<file path="src/rtl/lsm_seq.sv">
module lsm_seq #(
  parameter int AW     = 32,
  parameter int WORD_W = 32
) (
  input  logic                clk,
  input  logic                rst_n,
  input  logic                start,
  input  logic [AW-1:0]       base_addr,
  input  logic [4:0]          reg_list,
  input  logic                is_store,
  input  logic                is_dword,
  output logic                busy,
  output logic                done,
  output logic [4:0]          rf_addr,
  input  logic [2*WORD_W-1:0] rf_rdata,
  output logic                rf_we,
  output logic [2*WORD_W-1:0] rf_wdata,
  output logic                mem_req,
  output logic                mem_we,
  output logic                mem_dword,
  output logic [AW-1:0]       mem_addr,
  output logic [2*WORD_W-1:0] mem_wdata,
  input  logic [2*WORD_W-1:0] mem_rdata,
  input  logic                mem_ready
);
  localparam int WB      = WORD_W / 8;
  localparam int TBL_LEN = 9;

  logic          busy_q, done_q, st_q, dw_q, r31_q;
  logic [3:0]    cnt_q, idx_q;
  logic [AW-1:0] addr_q;

  wire       cnt_ok   = (reg_list[3:0] != 4'd0) && (reg_list[3:0] <= 4'(TBL_LEN));
  wire [3:0] cnt_in   = cnt_ok ? reg_list[3:0] : 4'd0;
  wire [3:0] total_in = cnt_in + {3'b000, reg_list[4]};
  wire [3:0] total_q  = cnt_q + {3'b000, r31_q};
  wire       last     = (idx_q == total_q - 4'd1);

  assign busy      = busy_q;
  assign done      = done_q;
  assign mem_req   = busy_q;
  assign mem_we    = st_q;
  assign mem_dword = dw_q;
  assign mem_addr  = addr_q;
  assign rf_we     = busy_q & mem_ready & ~st_q;

  assign rf_addr = (idx_q < cnt_q) ? ((idx_q == 4'd8) ? 5'd30 : 5'd16 + {1'b0, idx_q})
                                   : 5'd31;

  assign mem_wdata = dw_q ? rf_rdata : {{WORD_W{1'b0}}, rf_rdata[WORD_W-1:0]};
  assign rf_wdata  = dw_q ? mem_rdata
                          : {{WORD_W{mem_rdata[WORD_W-1]}}, mem_rdata[WORD_W-1:0]};

  always_ff @(posedge clk) begin
    if (!rst_n) begin
      busy_q <= 1'b0;
      done_q <= 1'b0;
      st_q   <= 1'b0;
      dw_q   <= 1'b0;
      r31_q  <= 1'b0;
      cnt_q  <= '0;
      idx_q  <= '0;
      addr_q <= '0;
    end else begin
      done_q <= 1'b0;
      if (!busy_q) begin
        if (start) begin
          addr_q <= base_addr;
          cnt_q  <= cnt_in;
          r31_q  <= reg_list[4];
          st_q   <= is_store;
          dw_q   <= is_dword;
          idx_q  <= '0;
          if (total_in == 4'd0) done_q <= 1'b1;
          else                  busy_q <= 1'b1;
        end
      end else if (mem_ready) begin
        addr_q <= addr_q + (dw_q ? AW'(2*WB) : AW'(WB));
        idx_q  <= idx_q + 4'd1;
        if (last) begin
          busy_q <= 1'b0;
          done_q <= 1'b1;
        end
      end
    end
  end
endmodule

</file>
<file path="config.mk">
export PLATFORM = sky130hd
export DESIGN_NAME = lsm_seq
export DESIGN_NICKNAME = d
export VERILOG_FILES = /design/src/rtl/lsm_seq.sv
export SDC_FILE = /design/constraint.sdc
export NUM_CORES = 1
export LEC_CHECK = 0
export ABC_AREA = 1
export BUFFER_PORTS_ARGS = -buffer_cell sky130_fd_sc_hd__buf_2
export CORE_AREA = 2 2 132 134
export CTS_BUF_LIST = sky130_fd_sc_hd__clkbuf_4
export DETAILED_ROUTE_END_ITERATION = 7
export DIE_AREA = 0 0 134 136
export SLEW_MARGIN = 40
export SYNTH_ARGS = -nofsm -noshare
export SYNTH_HDL_FRONTEND = slang
export SYNTH_SLANG_ARGS = --single-unit
export TNS_END_PERCENT = 30
</file>
<file path="constraint.sdc">
create_clock -name clk -period 3 [get_ports clk]
set_clock_uncertainty 0.15 [all_clocks]
set_input_delay 0.45 -clock clk [delete_from_list [all_inputs] [get_ports clk]]
set_output_delay 0.45 -clock clk [all_outputs]
set_load 0.005 [all_outputs]
</file>
Yosys cells after proc, flatten, opt, wreduce, memory -nomap -nowiden
Index checks and enable logic that the tools add are counted.

storage, ports and cells
  input port bits = 171
  output and inout bits = 171
  flip-flop bits (word level) = 45

cells by class
  add/subtract/negate cells = 6
  multiplexer cells = 22
  bitwise gates (word level) = 4
  equality and inequality tests = 3
  reduce and logical (&&, ||, !) cells = 6
  magnitude comparators = 2

operator list
  operator             number
  $mux 64              2
  $mux 32              3
  $add 32x4->32        1
  $mux 4               5
  $mux 1               10
  $mux 5               2
  $add 4x1->4          2
  $add 5x4->5 const A  1
  $add 4x1->4 const B  1
  $eq 4x4->1           1
  $eq 4x4->1 const B   1
  $le 4x4->1 const B   1
  $logic_not 4->1      1
  $lt 4x4->1           1
  $reduce_and 2->1     2
  $reduce_bool 4->1    1
  $sub 4x1->4 const B  1
  $and 1x1->1          2
  $ne 2x2->1 const B   1
  $not 1->1            2
  $reduce_bool 2->1    1
  $logic_and 1x1->1    1

Depth between registers and ports, before layout
Gate-level depths: netlist of run 1.

  depth after elaboration = 8
  depth in mapped cells = 12
  depth with buffers taken out = 12

Worst setup path before layout of run 1
Ideal clock, no wire load.

  path type = register -> register
  from = register dw_q, in the netlist mem_dword
  to = register addr_q[18], in the netlist mem_addr[18]
  period minus slack after synthesis = 2.153 ns
  stages on the path, launching flop included = 13
  data required time = 2.721 ns
  data arrival time = 1.874 ns
  buffers on the path = 0
  setup slack = 0.847 ns
  cells stage by stage = dfxtp_1 > inv_1 > ha_1 > inv_1 > fa_1 > nor2_1 > nand2_1 > inv_1 > nand2_1 > o21ai_0 > nand3_1 > o21ai_1 > a21oi_1

between the ends
  word-level cells in the longest chain between the ends = 4

ends and longest elaborated chain
  item                    line  text
  from (decl)             29    logic busy_q, done_q, st_q, dw_q, r31_q;
  from (signal assigned)  72    dw_q <= is_dword;
  $mux 4                  78    addr_q <= addr_q + (dw_q ? AW'(2*WB) : AW'(WB));
  $add 32x4->32           78
  $mux 32                 77    end else if (mem_ready) begin
  $mux 32                 66    if (!busy_q) begin
  to (signal assigned)    68    addr_q <= base_addr;
  to (signal assigned)    78
  to (decl)               31    logic [AW-1:0] addr_q;

No other way between the ends. The select of a mux whose other input is x is not followed.
A chain may end at the register's enable or synchronous reset.

Final worst setup path of run 1
  from = register idx_q[1]
  to = output port rf_addr[0]

between the ends
  word-level cells in the longest chain between the ends = 3
  elaborated cells on any way between the ends = 4
  those cells by class = order compare: 1; eq/ne: 1; mux: 2

ends and longest elaborated chain
  item                                                                line  text
  from (decl)                                                         30    logic [3:0] cnt_q, idx_q;
  from (signal assigned)                                              79    idx_q <= idx_q + 4'd1;
  parallel branches: the longest is 2 deep, another holds $lt 4x4->1  --
  $mux 5 (*)                                                          47    assign rf_addr = (idx_q < cnt_q) ? ((idx_q == 4'd8) ? 5'd30 : 5'd16 + {1'b0, idx_q})
  to (decl)                                                           14    output logic [4:0] rf_addr,

Every way passes the cells marked *.

==> results of run 1 <==
## sequential cells by signal (all words and copies together) (netlist names)
signal,count
idx_q,4
mem_addr,32
mem_dword,1
cnt_q,4
done,1
mem_we,1
r31_q,1
busy,1
## through the flow
step / utilization / area (um2)
CTS: 0.297 / 5010
floorplan: - / 4110
finish: 0.298 / 5020
global placement: 0.292 / 4930
global route: 0.298 / 5020
detailed placement: 0.292 / 4930
## final timing paths
| kind | endpoint | cells past startpoint | slack, ns |
|---|---|---|---|
| min reg2reg | r31_q | 2 | 0.33 |
| max | rf_addr[0] | 7 | 0.32 |
| max reg2reg | mem_addr[26] | 12 | 0.59 |
| min | mem_addr[1] | 3 | 0.17 |
## Yosys cell counts, types with 2 or more instances
library cell	number
dfxtp_1	45
nand2_1	215
a211oi_1	9
inv_1	66
nor2_4	4
nor2_2	5
nor3_1	4
buf_2	9
a21oi_1	39
nand3b_1	8
or2_2	5
inv_2	5
o21ai_1	5
nand4_1	8
clkbuf_1	13
buf_4	66
nand3_1	34
buf_1	5
ha_1	11
nor2_1	71
o22ai_1	6
xor2_1	4
xnor2_1	3
o21ai_0	32
o211ai_1	2
nand2_2	7
## report_power, final
group          switching [mW]  total [mW]  internal (mW)
sequential             0.0726       0.725          0.652
clock                   0.221       0.404          0.183
combinational           0.367       0.635          0.268
## routing by layer
| metal | GRT usage | routed length (um) | up-vias |
|---|---|---|---|
| li1 | - | - | 2414 |
| met1 | 0.226 | 7450 | 2145 |
| met2 | 0.312 | 8080 | 196 |
| met3 | 0.0559 | 1500 | 26 |
| met4 | 0.0615 | 451 | 0 |
| met5 | 0 | 0 | - |
## layout make-up
cell class	instances	area (um2)
Clock buffer	6	45.0
Fill cell	1925	11900
Sequential cell	45	902
Timing Repair Buffer	224	1150
Clock inverter	2	33.8
Tap cell	225	282
Multi-Input combinational cell	484	2340
Inverter	71	267
Antenna cell	3	7.51
## worst max-delay path, stage by stage (launching register included)
cell,delay (ns)
dfxtp_1,0.48
ha_1,0.27
a21boi_0,0.12
o21ai_0,0.15
nand2_1,0.07
a21oi_1,0.26
o21ai_0,0.19
buf_2,0.17
## cell families (layout without fill, tap and decap cells)
logic type | after synthesis | in the layout | share of synthesized area
buffers and inverters | 164 | 303 | 0.213
AND/OR/NAND/NOR | 365 | 365 | 0.380
AO/OA/AOI/OAI | 99 | 99 | 0.134
flip-flops | 45 | 45 | 0.219
XOR/XNOR | 7 | 7 | 0.0149
other | 1 | 4 | 0.000912
adder cells (fa/ha/maj) | 12 | 12 | 0.0383
==> results.md, run 1 <==
* Worst Hold Margin at 0.172 ns
* Final GP Congestion at 0.909
* Die W at 134 um
* Reg-to-reg critical path startpoint: mem_dword
* CP startpoint kind: register
* Detailed Routing Iterations Pass 1 at 4
* Row Count at 48
* Post-layout instance count excluding filler cells at 1060
* Setup crit end kind: output port
* Lkg Pwr at 2.61 nW
* WP data required at 2.40 ns
* Root Buffer: clkbuf_4
* Port buffer count at 214
* Drt drc at 0
* Gr usage total at 0.185
* Area grow syn2layout at 22.0%
* Die ar. at 18200 um2
* Max clock buf depth at 2
* WL final at 17500 um
* Share of post-route cells with drive strength above 1 at 0.314
* Setup violators final at 0
* Synth top area share at 0.219
* Avg Inst Size Synth at 5.94 um2
* Synth unique cells at 38
* First-pass GRT wire length at about 26000 um
* CTS tree: built
* Max-slew violation count at 0
* Ports at about 340
* Minimum clock period at 2.68 ns
* Ys flop type: dfxtp_1
* Initial DRC Count at 263
* Fin nets at 1014
* Detailed-route wire length per cell at 16.5 um
* Worst hold path type: input pin to register
* Synth warn at 0
* Detail Route Antenna Nets at 0
* Cell area after synthesis at slightly above 4000 um2
* Status: finished clean
* CP arrival at 2.08 ns
* DIE HEIGHT at 136 um
* Vias in the first global route at 4363
* Via count of the routed design at 4781
* Fmax achieved at 0.373 GHz
* Placed Cells at roughly 1000
* Final setup TNS at 0 ns
* Synth Register Bits at 45
* RSZ-0062 raised after global routing: false
* PD cells at 351 nW/um2
* Maxcap violations at 0
* Power, Total at roughly 1.8 mW
* Syn_nets at 876
* Worst Tran Pin Value at ~0.7 ns
* Core Area at 16900 um2
* Clock Sinks at 45
* Area leader, netlist: dfxtp_1
* Ys async rst share at 0
* Part of the Yosys area used for sequential elements at 0.219
* HP Start: base_addr[1]
* Grt total ovfl at 0
* Most common cell after layout, fill and taps aside: nand2_1
* Largest net degree at the start of global routing at 67
* Hold-fix buffers, CTS at 0
* Initial antenna violation count at 3
* Min setup slack post-route at 0.323 ns
* DP Worst Slack at 0.610 ns
* Final hold violations at 0
* Post-CTS setup buffers at 0
* CTS buffer count at 5
* Crit Path Max Fanout at 6
* Clk pin slew, worst setup/hold paths at 0.13 ns
* Fin crit share at 0.892
* Crit path from: idx_q[1]
* Starting Density at 0.244
* HPWL after DPL at ~14000 um
* Synth top area cells: dfxtp_1 22%, nand2_1 20%, buf_4 12%, nor2_1 6.5%, inv_1 6.0%
* Slew headroom at 0.526
* Clk Latency, worst-skew pair at roughly 0.39 ns
* Mapped Cells at 693
* Post-synth EDFFs at 0
* Post-cts resize count at 0
* Peak supply drop at 0.000139 V
* Critical path class: register to output port
* Most frequent cells in the layout: 215 x nand2_1, 214 x buf_2, 71 x nor2_1, 65 x inv_1, 44 x dfxtp_1
* # H-tree levels at 2
* Vias per cell at 4.51
(Power assumes the default switching activity.)
==> inputs of run 2 (changes only) <==
- GPL_TIMING_DRIVEN: unset -> 0
- SLEW_MARGIN: 40 -> unset
==> run 2 against run 1 <==
  * Combinational power up 22%
  * Wire length up 7.8%
  * First-iteration DRC count up 0.38%
  * Global-route usage up 0.98 points
  * Sequential share of layout area down 2.6 points
  * Final cell count up 14%
  * Critical endpoint is now rf_wdata[48]
  * Fmax down 2.0%
  * Clock power down 2%
  * Die area unchanged
  * Register-to-register slack worse by 0.11 ns
  * Critical path depth down 2
  * Design area up 17%
==> results.md, run 2 (synthesis gave the netlist of run 1 again) <==
* Crit Path Max Fanout at 10
* Hold-fix buffers, CTS at 0
* Gr usage total at 0.195
* Clock Sinks at 45
* Starting Density at 0.244
* Detailed Routing Iterations Pass 1 at 5
* Min-Delay Endpoint: mem_addr[1]
* Clk pin slew, worst setup/hold paths at 0.13 ns
* Fmax achieved at 0.366 GHz
* Fin crit share at 0.910
* Post-CTS setup buffers at 0
* Ports at approximately 340
* Die ar. at between 15000 and 20000 um2
* Post-cts resize count at 0
* CP startpoint kind: register
* Most common cell after layout, fill and taps aside: buf_2
* HPWL after DPL at 16000 um
* Delay of the slowest critical-path stage at ~0.48 ns
* Worst Hold Margin at 0.167 ns
* Maxcap violations at 0
* Most frequent cells in the layout: 286 x buf_2, 215 x nand2_1, 71 x nor2_1, 66 x inv_1, 66 x buf_4
* Row Count at 48
* RSZ-0062 raised after global routing: false
* Largest net degree at the start of global routing at 15
* Vias per cell at 4.39
* Final GP Congestion at 0.906
* Hold path cells at 3
* Grt total ovfl at 0
* CP arrival at 2.13 ns
* Vias in the first global route at about 4800
* WP data required at between 2 and 2.5 ns
* Max-slew violation count at 0
* Via count of the routed design at 5286
* Final setup TNS at 0 ns
* CTS buffer count at 5
* Top layer in use: met5
* First-pass GRT wire length at 26900 um
* Fin nets at roughly 1200
* Max clock buf depth at 2
* Lkg Pwr at about 3.2 nW
* Initial antenna violation count at 4
* Setup violators final at 0
* Metal3 WL at 1350 um
* CTS tree: built
* Status: finished clean
* Max reg flops at 32
* Reg-to-reg critical path startpoint: mem_dword
* DIE HEIGHT at 136 um
* Area grow syn2layout at 42.6%
* Slew headroom at 0.567
* Fillers at between 1500 and 2000
* # H-tree levels at 2
* R2R depth at 12
* Met2 WL at 9090 um
* Flop-to-flop setup slack at 0.48 ns
* Drt drc at 0
* Initial DRC Count at 264
* Detail Route Antenna Nets at 0
* Peak supply drop at 0.000138 V
* Minimum clock period at roughly 2.7 ns
* Port buffer count at 277
* Worst Tran Pin Value at 0.649 ns
* Routed metal-1 wire length at 8060 um
* WL final at about 19000 um
* HP Start: base_addr[1]
* Crit-path slowest cell: clkbuf_1
* Critical path class: register to output port
* Crit-path cells: clkbuf_1, clkbuf_1, nand2_1, nand2_1, buf_2
* Setup crit end kind: output port
* Final hold violations at 0
* Die W at around 130 um
* PD cells at 323 nW/um2
* Critical R2R Capture: mem_addr[26]
* Root Buffer: clkbuf_4
* Core Area at 16900 um2
* Clk Latency, worst-skew pair at 0.40 ns
* Share of post-route cells with drive strength above 1 at 0.397
* Detailed-route wire length per cell at 15.6 um
* Worst hold path type: input pin to register
## run 2: cell count changes in the layout (fill, tap and decap cells not counted), sizes merged
cell and delta:
inv +1, clkinvlp +1, clkbuf +12, buf +133, diode -1, clkinv -1
## run 2: area by class of cell
type                       instances  area (um2)  area share
sequential                        45         901       0.154
antenna                            2        5.00    0.000853
inverter                          71         267      0.0454
clock inverter                     3        41.3     0.00704
buffer                            93         608       0.104
tap                              225         282      0.0480
clock buffer                       5        37.5     0.00640
multi-input combinational        484        2340       0.399
timing repair buffer             277        1390       0.236
## run 2: metrics by stage
stage	total power [mW]	worst slack, ns	util	instances	instance area [um2]
2_1_floorplan	1.13	0.847	-	693	4110
3_3_place_gp	1.51	0.470	0.343	1195	5780
3_5_place_dp	1.51	0.467	0.343	1195	5780
4_1_cts	1.91	0.291	0.347	1203	5860
5_1_grt	2.03	0.113	0.348	1205	5870
6_report	1.90	0.269	0.348	1205	5870
## run 2: per-layer routing
| metal | vias to the layer above | global-route usage |
|---|---|---|
| li1 | 2706 | - |
| met1 | 2318 | 0.250 |
| met2 | 235 | 0.340 |
| met3 | 23 | 0.0336 |
| met4 | 4 | 0.0485 |
| met5 | - | 0 |
## run 2: power by group
part / total [mW] / internal, mW / leakage [nW] / switching, mW
sequential: 0.726 / 0.652 / 0.371 / 0.0742
combinational: 0.774 / 0.353 / 2.77 / 0.422
clock: 0.396 / 0.173 / 0.0389 / 0.223
total: 1.90 / 1.18 / 3.18 / 0.719
## run 2: worst max path at each step
stage,startpoint,to,slack [ns],cells past startpoint
detailed placement,mem_dword,mem_addr[18],0.47,11
floorplan,mem_dword,mem_addr[18],0.85,12
global placement,mem_dword,mem_addr[18],0.47,12
CTS,mem_dword,rf_wdata[48],0.29,5
finish,mem_dword,rf_wdata[48],0.27,5
global route,mem_dword,rf_wdata[48],0.11,5
## run 2: critical path: cells and delay by family (launching register included)
kind | cells | cell delay [ns]
buffers and inverters | 3 | 1.05
flip-flops | 1 | 0.42
AND/OR/NAND/NOR | 2 | 0.30
==> inputs of run 3 (changes only) <==
==> constraint.sdc (replaced) <==
create_clock -name clk -period 3 [get_ports clk]
set_clock_uncertainty 0.15 [all_clocks]
set_input_delay 0 -clock clk [delete_from_list [all_inputs] [get_ports clk]]
set_output_delay 0 -clock clk [all_outputs]
set_load 0.005 [all_outputs]
==> run 3 against run 2 <==
  * Sequential share of layout area is 1.1 points lower
  * Clock power hardly changed
  * Die area stayed put
  * Combinational power is 6.6% higher
  * Via count is 4.6% higher
  * Global-route usage is 0.47 points higher
  * Sequential power hardly changed
  * Design area is 7.8% higher
  * Worst hold slack worse by 0.15 ns
  * Final cell count is 3.7% higher
  * Core utilization is 2.7 points higher
  * Critical path type is now register to register
==> results.md, run 3 (synthesis gave the netlist of run 1 again) <==
* Switching Share at 0.373
* Vias per cell at 4.42
* Reg power frac at 0.373
* Setup violators final at 0
* Max clock buf depth at 2
* Clk pin slew, worst setup/hold paths at 0.15 ns
* Crit path max-delay family: simple AND/OR/NAND/NOR gates
* Total internal power at 1.22 mW
* CTS buffer count at 5
* Gr usage total at 0.200
* Critical R2R Capture: mem_addr[26]
* Detailed Routing Iterations Pass 1 at 5
* Initial antenna violation count at 3
* Drt drc at 0
* # H-tree levels at 2
* PD cells at just over 300 nW/um2
* HP Start: mem_rdata[25]
* Grt total ovfl at 0
* Crit-path cells: inv_1, ha_1, inv_1, fa_1, nor2_1, nand3_1, nor2_1, nand2_1, nand2_1, nand3_1, nand2_1, a21oi_1
* Worst Hold Margin at 0.0148 ns
* Worst Path Buf+Inv at 2
* Port buffer count at around 280
* Worst hold path type: input pin to output port
* Min-Delay Endpoint: rf_wdata[25]
* Hold path cells at 2
* Fin crit share at 0.846
* Peak supply drop at approximately 0.00014 V
* Starting Density at 0.244
* Root Buffer: clkbuf_4
* Post-CTS setup buffers at 0
* R2R depth at 12
* Clk Latency, worst-skew pair at around 0.40 ns
* Final GP Congestion at slightly above 0.9
* WP data required at about 3.1 ns
* Largest net degree at the start of global routing at 15
* Final setup TNS at 0 ns
* Most frequent cells in the layout: 286 x buf_2, 215 x nand2_1, 71 x nor2_1, 66 x inv_1, 66 x buf_4
* Most common cell after layout, fill and taps aside: buf_2
* Crit-path slowest cell: fa_1
* Area grow syn2layout at 53.7%
* Most repeated library cell on the critical path: nand2_1
* Fmax achieved at 0.394 GHz
* WL final at 19200 um
* Via count of the routed design at 5528
* Worst Tran Pin Value at around 0.65 ns
* Crit Path Max Fanout at 5
* Core Area at around 17000 um2
* HPWL after DPL at 16000 um
* Psw at 0.724 mW
* Die ar. at 18200 um2
* Setup crit end kind: register
* Vias in the first global route at 5000
* Initial DRC Count at 312
* First-pass GRT wire length at about 28000 um
* Flop-to-flop setup slack at between 0.4 and 0.5 ns
* Detail Route Antenna Nets at 0
* RSZ-0062 raised after global routing: false
* Maxcap violations at 0
* Clk network pwr share at 0.202
* Hold-fix buffers, CTS at 46
* CTS tree: built
* Max-slew violation count at 0
* Die W at 134 um
* Slew headroom at 0.570
* CP startpoint kind: register
* Row Count at 48
* Max reg flops at 32
* Clock Sinks at 45
* Share of post-route cells with drive strength above 1 at 0.379
* Lkg Pwr at 3.38 nW
* Ports at roughly 340
* Combinational share of power at 0.424
* Critical path class: register to register
* Status: finished clean
* Delay of the slowest critical-path stage at 0.48 ns
* CP arrival at roughly 2.7 ns
* Minimum clock period at around 2.5 ns
* Detailed-route wire length per cell at 15.4 um
* Fin nets at 1206
* Final hold violations at 0
* DIE HEIGHT at 136 um
* Reg-to-reg critical path startpoint: mem_dword
* Post-cts resize count at 0
[run 3: cell types whose count changed in the layout (fill, tap and decap cells not counted), sizes merged]
cell,previous run,this run
diode,2,1
dlygate4sd3,0,46
[run 3: cell type report]
cell class | instances | area, um2
Fill cell | 1864 | 10600
Multi-Input combinational cell | 484 | 2340
Timing Repair Buffer | 323 | 1850
Inverter | 71 | 267
Antenna cell | 1 | 2.50
Clock buffer | 5 | 37.5
Clock inverter | 3 | 41.3
Sequential cell | 45 | 901
Buffer | 93 | 608
Tap cell | 225 | 282
[run 3: worst max-delay path by stage]
| stage | from | endpoint | slack [ns] | depth (start not counted) |
|---|---|---|---|---|
| 6_report | mem_dword | mem_addr[26] | 0.46 | 12 |
| 2_1_floorplan | mem_dword | mem_addr[18] | 0.85 | 12 |
| 4_1_cts | mem_dword | mem_addr[18] | 0.46 | 11 |
| 3_5_place_dp | mem_dword | mem_addr[18] | 0.47 | 11 |
| 3_3_place_gp | mem_dword | mem_addr[18] | 0.47 | 12 |
| 5_1_grt | mem_dword | mem_addr[18] | 0.22 | 11 |
[run 3: power by group through the flow]
stage	clock network (mW)	logic [mW]	registers (mW)
global route	0.433	0.915	0.736
floorplan	0	0.404	0.721
detailed placement	0	0.774	0.738
global placement	0	0.772	0.737
finish	0.393	0.825	0.725
CTS	0.410	0.828	0.725
[run 3: per-layer routing]
metal,routed length (um),track usage,part of all wire
met5,28,0,0.0015
met4,339,0.0467,0.018
met3,1440,0.0332,0.075
met2,9350,0.351,0.49
met1,8040,0.255,0.42
[run 3: stage by stage]
step	util	power [mW]	setup WS (ns)	instances	instance area, um2
after floorplan	-	1.13	0.847	693	4110
after global placement	0.343	1.51	0.470	1195	5780
after detailed placement	0.343	1.51	0.467	1195	5780
after CTS	0.375	1.96	0.461	1249	6320
after global routing	0.375	2.08	0.218	1250	6320
final	0.375	1.94	0.463	1250	6320
